### src/rtl/page_pkg.sv
// Shared types for the page write buffer and commit controller.
package page_pkg;
    // Controller phase: no command open, collecting bytes, or self-timed write.
    typedef enum logic [1:0] {
        PS_IDLE = 2'd0,
        PS_FILL = 2'd1,
        PS_BUSY = 2'd2
    } pstate_e;
endpackage

### src/rtl/pcc_addr_ptr.sv
// Address pointer. Loaded at command start and bumped per accepted byte.
// A bump changes only the in-page offset bits, so the pointer wraps inside
// its page. Assumes load and bump are never high together.
module pcc_addr_ptr #(
    parameter int ADDR_W     = 14,
    parameter int PAGE_BYTES = 64
) (
    input  logic              clk,
    input  logic              rst_n,
    input  logic              load,
    input  logic [ADDR_W-1:0] load_addr,
    input  logic              bump,
    output logic [ADDR_W-1:0] ptr
);
    localparam int OFF_W = $clog2(PAGE_BYTES);

    logic [ADDR_W-1:0] ptr_q;

    // Pointer register: load a new address, or advance the offset modulo page.
    always_ff @(posedge clk) begin
        if (!rst_n) begin
            ptr_q <= '0;
        end else if (load) begin
            ptr_q <= load_addr;
        end else if (bump) begin
            ptr_q <= {ptr_q[ADDR_W-1:OFF_W], ptr_q[OFF_W-1:0] + 1'b1};
        end
    end

    assign ptr = ptr_q;
endmodule

### src/rtl/pcc_page_latch.sv
// One-page staging latch plus a per-offset loaded mask.
// A clear empties the mask. A write stores a byte and marks its offset.
// The read port is combinational. Assumes clear and wr_en are never high together.
module pcc_page_latch #(
    parameter int PAGE_BYTES = 64,
    parameter int DATA_W     = 8
) (
    input  logic                          clk,
    input  logic                          rst_n,
    input  logic                          clear,
    input  logic                          wr_en,
    input  logic [$clog2(PAGE_BYTES)-1:0] wr_off,
    input  logic [DATA_W-1:0]             wr_data,
    input  logic [$clog2(PAGE_BYTES)-1:0] rd_off,
    output logic [DATA_W-1:0]             rd_data,
    output logic                          rd_loaded,
    output logic                          any_loaded
);
    logic [DATA_W-1:0]     bytes_q [PAGE_BYTES];
    logic [PAGE_BYTES-1:0] loaded_q;

    // Data storage: written per accepted byte; later bytes overwrite earlier.
    always_ff @(posedge clk) begin
        if (wr_en) begin
            bytes_q[wr_off] <= wr_data;
        end
    end

    // Loaded mask: cleared at reset and at each command start.
    always_ff @(posedge clk) begin
        if (!rst_n || clear) begin
            loaded_q <= '0;
        end else if (wr_en) begin
            loaded_q[wr_off] <= 1'b1;
        end
    end

    assign rd_data    = bytes_q[rd_off];
    assign rd_loaded  = loaded_q[rd_off];
    assign any_loaded = |loaded_q;
endmodule

### src/rtl/pcc_commit_seq.sv
// Command sequencer and self-timed write counter.
// Decides which strobe is taken (start > byte > stop) and samples
// write-protect at the stop. Holds busy for WC_CYCLES cycles, with the
// array write strobe in the first PAGE_BYTES of them.
// Assumes WC_CYCLES > PAGE_BYTES.
module pcc_commit_seq
    import page_pkg::*;
#(
    parameter int PAGE_BYTES = 64,
    parameter int WC_CYCLES  = 500000
) (
    input  logic                          clk,
    input  logic                          rst_n,
    input  logic                          cmd_start,
    input  logic                          byte_vld,
    input  logic                          stop_pulse,
    input  logic                          wp_pin,
    input  logic                          any_loaded,
    output logic                          take_cmd,
    output logic                          take_byte,
    output logic                          busy,
    output logic                          commit_we,
    output logic [$clog2(PAGE_BYTES)-1:0] commit_off
);
    localparam int OFF_W = $clog2(PAGE_BYTES);
    localparam int CNT_W = $clog2(WC_CYCLES);
    localparam logic [CNT_W-1:0] CNT_LAST = CNT_W'(WC_CYCLES - 1);
    localparam logic [CNT_W-1:0] WALK_END = CNT_W'(PAGE_BYTES);

    pstate_e          state_q;
    logic [CNT_W-1:0] cnt_q;
    logic             stop_take;
    logic             launch;

    // Strobe arbitration and the launch decision at the stop.
    always_comb begin
        take_cmd  = (state_q != PS_BUSY) && cmd_start;
        take_byte = (state_q == PS_FILL) && !cmd_start && byte_vld;
        stop_take = (state_q == PS_FILL) && !cmd_start && !byte_vld && stop_pulse;
        launch    = stop_take && any_loaded && !wp_pin;
    end

    // Phase register and busy-cycle counter.
    always_ff @(posedge clk) begin
        if (!rst_n) begin
            state_q <= PS_IDLE;
            cnt_q   <= '0;
        end else if (state_q == PS_BUSY) begin
            if (cnt_q == CNT_LAST) begin
                state_q <= PS_IDLE;
                cnt_q   <= '0;
            end else begin
                cnt_q <= cnt_q + 1'b1;
            end
        end else if (take_cmd) begin
            state_q <= PS_FILL;
        end else if (stop_take) begin
            state_q <= launch ? PS_BUSY : PS_IDLE;
        end
    end

    assign busy       = (state_q == PS_BUSY);
    assign commit_we  = busy && (cnt_q < WALK_END);
    assign commit_off = cnt_q[OFF_W-1:0];
endmodule

### src/rtl/page_commit_ctrl.sv
// Page write buffer and commit controller, top level.
// Stages bytes in a page latch. On a stop with write-protect low,
// rewrites the whole page in ascending order and fills unloaded offsets
// from the array's read data. Assumes a combinational array read and
// single-cycle strobes.
module page_commit_ctrl #(
    parameter int ADDR_W     = 14,
    parameter int DATA_W     = 8,
    parameter int PAGE_BYTES = 64,
    parameter int WC_CYCLES  = 500000
) (
    input  logic              clk,
    input  logic              rst_n,
    input  logic              cmd_start,
    input  logic [ADDR_W-1:0] cmd_addr,
    input  logic              byte_vld,
    input  logic [DATA_W-1:0] byte_data,
    input  logic              stop_pulse,
    input  logic              wp_pin,
    input  logic [DATA_W-1:0] arr_rdata,
    output logic [ADDR_W-1:0] arr_raddr,
    output logic              arr_we,
    output logic [ADDR_W-1:0] arr_waddr,
    output logic [DATA_W-1:0] arr_wdata,
    output logic              busy,
    output logic [ADDR_W-1:0] ptr
);
    localparam int OFF_W = $clog2(PAGE_BYTES);

    logic              take_cmd;
    logic              take_byte;
    logic              commit_we;
    logic [OFF_W-1:0]  commit_off;
    logic              any_loaded;
    logic [DATA_W-1:0] staged;
    logic              staged_ok;
    logic [ADDR_W-1:0] walk_addr;

    pcc_commit_seq #(
        .PAGE_BYTES(PAGE_BYTES),
        .WC_CYCLES (WC_CYCLES)
    ) u_seq (
        .clk       (clk),
        .rst_n     (rst_n),
        .cmd_start (cmd_start),
        .byte_vld  (byte_vld),
        .stop_pulse(stop_pulse),
        .wp_pin    (wp_pin),
        .any_loaded(any_loaded),
        .take_cmd  (take_cmd),
        .take_byte (take_byte),
        .busy      (busy),
        .commit_we (commit_we),
        .commit_off(commit_off)
    );

    pcc_addr_ptr #(
        .ADDR_W    (ADDR_W),
        .PAGE_BYTES(PAGE_BYTES)
    ) u_ptr (
        .clk      (clk),
        .rst_n    (rst_n),
        .load     (take_cmd),
        .load_addr(cmd_addr),
        .bump     (take_byte),
        .ptr      (ptr)
    );

    pcc_page_latch #(
        .PAGE_BYTES(PAGE_BYTES),
        .DATA_W    (DATA_W)
    ) u_latch (
        .clk       (clk),
        .rst_n     (rst_n),
        .clear     (take_cmd),
        .wr_en     (take_byte),
        .wr_off    (ptr[OFF_W-1:0]),
        .wr_data   (byte_data),
        .rd_off    (commit_off),
        .rd_data   (staged),
        .rd_loaded (staged_ok),
        .any_loaded(any_loaded)
    );

    // Commit address: page base from the pointer (frozen while busy) plus walk offset.
    always_comb begin
        walk_addr = {ptr[ADDR_W-1:OFF_W], commit_off};
    end

    assign arr_raddr = walk_addr;
    assign arr_waddr = walk_addr;
    assign arr_we    = commit_we;
    assign arr_wdata = staged_ok ? staged : arr_rdata;
endmodule

### config.mk
export PLATFORM = sky130hd
export DESIGN_NAME = page_commit_ctrl
export DESIGN_NICKNAME = d
export VERILOG_FILES = /design/src/rtl/page_pkg.sv /design/src/rtl/pcc_addr_ptr.sv /design/src/rtl/pcc_page_latch.sv /design/src/rtl/pcc_commit_seq.sv /design/src/rtl/page_commit_ctrl.sv
export SDC_FILE = /design/constraint.sdc
export NUM_CORES = 1
export LEC_CHECK = 0
export ABC_AREA = 1
export BUFFER_PORTS_ARGS = -buffer_cell sky130_fd_sc_hd__buf_2
export CORE_MARGIN = 2
export CORE_UTILIZATION = 62
export CTS_CLUSTER_DIAMETER = 30
export DETAILED_ROUTE_END_ITERATION = 12
export MAX_ROUTING_LAYER = met4
export PLACE_DENSITY = 0.76
export SLEW_MARGIN = 20
export SYNTH_ARGS = -nofsm -noshare
export SYNTH_HDL_FRONTEND = slang
export SYNTH_SLANG_ARGS = --single-unit
### constraint.sdc
create_clock -name clk -period 2.05 [get_ports clk]
set_input_delay 0.1025 -clock clk [delete_from_list [all_inputs] [get_ports clk]]
set_output_delay 0.1025 -clock clk [all_outputs]
set_load 0.02 [all_outputs]
Word-level counts from Yosys, hierarchy flattened
Memory sizes are Yosys's and may differ from the RTL's. A register that Yosys moved wholly into a read port is not among the register bits. Cells that the tools add are included.

Bits in registers: 99. Latch bits: 0. Memory bits (writable): 512. Memory bits (read-only): 0. Input port bits: 36. Output and inout port bits: 52. Word-level logic and storage cells: 53. Memories kept: 1.

Add/sub/neg operators: 2. Multiply operators: 0. Divide/modulo/power cells: 0. Magnitude comparators: 4. Equal/unequal tests: 5. Shift-type cells: 0. Mux-type cells: 17. Bitwise logic cells: 1. Reductions and logical operators: 18.

Memories: u_latch.bytes_q (depth 64, width 8, rd ports 1, clocked after memory_dff 1, wr ports 1, line pcc_page_latch.sv:19) `logic [DATA_W-1:0] bytes_q [PAGE_BYTES];`.

Operators with widths (number): $or A64 B64 Y64 (1); $reduce_or A64 Y1 (1); $add A19 B1 Y19 const B (1); $eq A19 B19 Y1 const B (1); $lt A19 B7 Y1 const B (1); $mux W19 (1); $mux W6 (3); $lt A6 B7 Y1 const B (2); $mux W14 (1); $mux W2 (5); $logic_and A1 B1 Y1 (9); $mux W8 (1); $add A6 B1 Y6 const B (1); $bmux W1 S6 (1); $demux W1 S6 (1); $ge A6 B1 Y1 const B (1); $logic_not A1 Y1 (4); $mux W1 (4); $ne A2 B2 Y1 const B (2); $reduce_bool A3 Y1 (1); $eq A2 B1 Y1 const B (1); $eq A2 B2 Y1 const B (1); $reduce_and A2 Y1 (1); $reduce_bool A2 Y1 (1); $logic_or A1 B1 Y1 (1).

Longest topological paths before layout
Word-level depth: 10. Gate-level depth with buffers: 14. Mapped depth without buffers: 12.

By module
Synthesis repeated with hierarchy kept, for this count alone.

Cells, all modules: 2550. Area total of the unflattened synthesis: 25909.8 um2.

Modules (own cells, without submodules): pcc_page_latch (times used 1, cells an instance 2205, area each 23697.7 um2, seq. area each 16656.0 um2); pcc_commit_seq (times used 1, cells an instance 211, area each 1333.8 um2, seq. area each 420.4 um2); pcc_addr_ptr (times used 1, cells an instance 86, area each 608.1 um2, seq. area each 280.3 um2); page_commit_ctrl (times used 1, cells an instance 48, area each 270.3 um2, seq. area each 0.0 um2).

Worst setup path after synthesis
No wires, ideal clock.

Path type: reg-to-reg. Start point: register u_ptr.ptr_q[5], in the netlist u_ptr.ptr[5]. End point: memory u_latch.bytes_q[39][0] (enable). Arrival time: 1.703 ns. Slack: -0.039 ns. Cell stages (with the launch flop): 6. Cells stage by stage: dfxtp_1 > inv_1 > or2_1 > nor2_1 > inv_2 > nor3_1.

RTL lines: from (decl) (line pcc_addr_ptr.sv:17) `logic [ADDR_W-1:0] ptr_q;`; from (signal assigned) (line pcc_addr_ptr.sv:24) `ptr_q <= load_addr;`; from (signal assigned) (line pcc_addr_ptr.sv:26) `ptr_q <= {ptr_q[ADDR_W-1:OFF_W], ptr_q[OFF_W-1:0] + 1'b1};`; to (decl) (line pcc_page_latch.sv:19).

No word-level cell before the write port.

==> results.sh <==
export IMPL_fin_ws_ns=-0.715
export IMPL_worstSetupPathType="reg -> out"
export IMPL_ys_seq_area_frac=0.673
export IMPL_grt_pass1_vias=20600
export IMPL_drtAntennaViolNets=0
export IMPL_hold_start="byte_data[1]"
export IMPL_path_cells="buf_12, buf_12, inv_16, clkbuf_16, nand2_1, nand3_1, nand3_1, nand2_1, nand2_1, nand3_2, nand3_2, nand2_2, nand2_4, nand2_2, buf_6"
export IMPL_async_reset_ff_frac=0
export IMPL_clk_pin_slew_ns=0.06
export IMPL_chipWidth_um=209
export IMPL_start_util=0.632
export IMPL_vias=22100
export IMPL_routed_top_layer="met4"
export IMPL_avgSynthCellArea_um2=10.3
export IMPL_detail_route_wirelength_um=84800
export IMPL_path_delay_family="simple AND/OR/NAND/NOR gates"
export IMPL_antenna_found_initial=0
export IMPL_critPathMaxFanout=7
export IMPL_synth_edf_count=512
export IMPL_final_cell_mix="nand2_1, edfxtp_1, nand3_1"
export IMPL_power_leakage_nw=13.0
export IMPL_arrival_ns=2.66
export IMPL_syn_cell_area_um2=26000
export IMPL_cpPeakStageDelay_ns=0.37
export IMPL_cap_violations=0
export IMPL_start_kind="flop"
export IMPL_grt_start_max_net_pins=65
export IMPL_yosysTopAreaCell="edfxtp_1"
export IMPL_critPathBufInv=5
export IMPL_synthCells=2521
export IMPL_htreeDepth=3
export IMPL_worstSetupEndpointType="output pin"
export IMPL_ys_flop_type="edfxtp_1"
export IMPL_fin_setup_tns_ns=-5.37
export IMPL_violations="negative setup slack"
export IMPL_synth_net_count=2559
export IMPL_area_delta_synth_final_pct=30.2
export IMPL_wl_per_cell_um=24.8
export IMPL_wl_met2_um=39300
export IMPL_yosys_warnings=0
export IMPL_gp_congestion=0.996
export IMPL_critical_path_required_ns=1.95
export IMPL_die_area_um2=43500
export IMPL_dp_hpwl_um=42400
export IMPL_layout_commonest_cell="nand2_1"
export IMPL_core_area_um2=41100
export IMPL_power_density_nw_per_um2=986
export IMPL_fin_skew_ns=0.0327
export IMPL_status="finished, violations left"
export IMPL_drive_gt1_frac=0.232
export IMPL_via_per_inst=6.45
export IMPL_worst_path_max_delay_cell="dfxtp_4"
export IMPL_max_freq_mhz=362
export IMPL_cts_tree="yes"
export IMPL_ir_drop_mv=0.718
export IMPL_rsz0062_at_grt="true"
export IMPL_numCtsBuffers=111
export IMPL_timing_final_crit_share=1.35
export IMPL_met1_length_um=29000
export IMPL_critPathMostFrequentCell="nand2_1"
export IMPL_finalHoldViolations=0
export IMPL_drt_iter0_drc=3477
export IMPL_nets=2832
export IMPL_ys_top_cells_by_area="edfxtp_1, nand2_1, nand3_1, dfxtp_1, nor2_1"
export IMPL_synthDistinctLibCells=43
export IMPL_worst_pin_slew_ns=1.05
export IMPL_finalCriticalPeriod_ns=2.77
export IMPL_clk_latency_ns=0.66
export IMPL_netlist_area_leader_share=0.592
export IMPL_finalSetupViolCount=8
export IMPL_worstReg2RegStart="u_seq.cnt_q[0]$_SDFFE_PN0P_"
export IMPL_synth_seq_cells=617
export IMPL_hold_ws_ns=0.0326
export IMPL_rows=74
export IMPL_maxSlewHeadroom=0.297
export IMPL_drv_slew=0
export IMPL_overflow=0
export IMPL_drc_errors=0
export IMPL_clock_sinks=617
export IMPL_die_h_um=209
export IMPL_grt_pass1_wl_um=114000
export IMPL_root_buffer="clkbuf_16"
export IMPL_min_delay_path_class="in -> reg"
export IMPL_clock_path_buffers=3
export IMPL_firstDrtPassIters=8
export IMPL_pin_count=88
export IMPL_grt_util_all_layers=0.355
export IMPL_wl_met3_um=11600
export IMPL_pre_cts_ws_ns=-0.0218
export IMPL_port_buffers=87
-- worst paths after layout --
path | end | slack, ns | depth (start not counted)
setup reg to reg | u_seq.cnt_q[1]$_SDFFE_PN0P_ | 0.01 | 8
setup / recovery | arr_wdata[5] | -0.72 | 15
hold / removal | u_latch.bytes_q[17][1]$_DFFE_PP_ | 0.03 | 1
hold reg to reg | u_latch.loaded_q[19]$_SDFFE_PP0P_ | 0.47 | 2
-- cell type report --
| type | count | area, µm² |
|---|---|---|
| sequential | 617 | 17500 |
| multi-input combinational | 1666 | 7950 |
| fill | 1949 | 7290 |
| timing repair buffer | 320 | 3430 |
| clock buffer | 131 | 3000 |
| clock inverter | 77 | 935 |
| tap | 532 | 666 |
| inverter | 74 | 298 |
| timing repair inverter | 4 | 48.8 |
| antenna | 1 | 2.50 |
-- cells by family after synthesis --
group / synth area share
buf+inv: 0.0473
flops: 0.673
xor+xnor: 0.00270
compound gates: 0.0132
simple gates: 0.263
fa+ha+maj: 0.000963
-- power by group --
part	switching, mW	internal, mW	total (mW)
sequential	0.0339	13.6	13.6
combinational	0.469	0.196	0.665
clock	6.73	12.3	19.1
-- through the flow --
| stage | total power, mW | cells | utilization | area (µm²) |
|---|---|---|---|---|
| 2_1_floorplan | 14.1 | 2521 | - | 26000 |
| 3_3_place_gp | 14.4 | 3128 | 0.675 | 27700 |
| 3_5_place_dp | 14.4 | 3128 | 0.675 | 27700 |
| 4_1_cts | 33.1 | 3384 | 0.792 | 32600 |
| 5_1_grt | 34.0 | 3421 | 0.823 | 33800 |
| 6_report | 33.4 | 3422 | 0.823 | 33800 |
-- per-layer routing --
layer / vias up / GRT usage
li1: 9170 / -
met1: 10500 / 0.452
met2: 2008 / 0.545
met3: 434 / 0.0724
met4: 0 / 0.187
met5: - / -
-- flip-flops by register name (all words and copies together), names as in the netlist, named ones only --
signal,flops
u_seq.cnt_q,19
u_latch.bytes_q,512
u_latch.loaded_q,64
u_seq.state_q,2
u_ptr.ptr,14
-- synth_stat cells, types with 3 or more instances --
library cell	count
o211ai_1	3
nand2_1	748
nor3_1	21
nand2_2	3
nor2_4	4
nand2_4	4
buf_2	62
inv_2	8
nand3_1	482
dfxtp_1	105
a21oi_1	17
edfxtp_1	512
clkbuf_1	26
nand4_1	11
inv_1	65
buf_4	55
nor2_1	299
o21ai_1	9
nor4_1	5
xor2_1	6
o21ai_0	25
nand3_4	3
buf_6	6
buf_1	15
-- repair_timing --
| action | 4_1_cts | 5_1_grt |
|---|---|---|
| resized for setup | 78 | 146 |
| gates cloned | 6 | 30 |
| buffers inserted | 9 | 8 |
| pin swaps | 6 | 68 |
| hold buffers | 33 | 1 |
| setup endpoints to repair | 33 | 74 |
| hold endpoints to repair | 144 | 1 |
No activity file was read; power rests on OpenSTA's default activity.
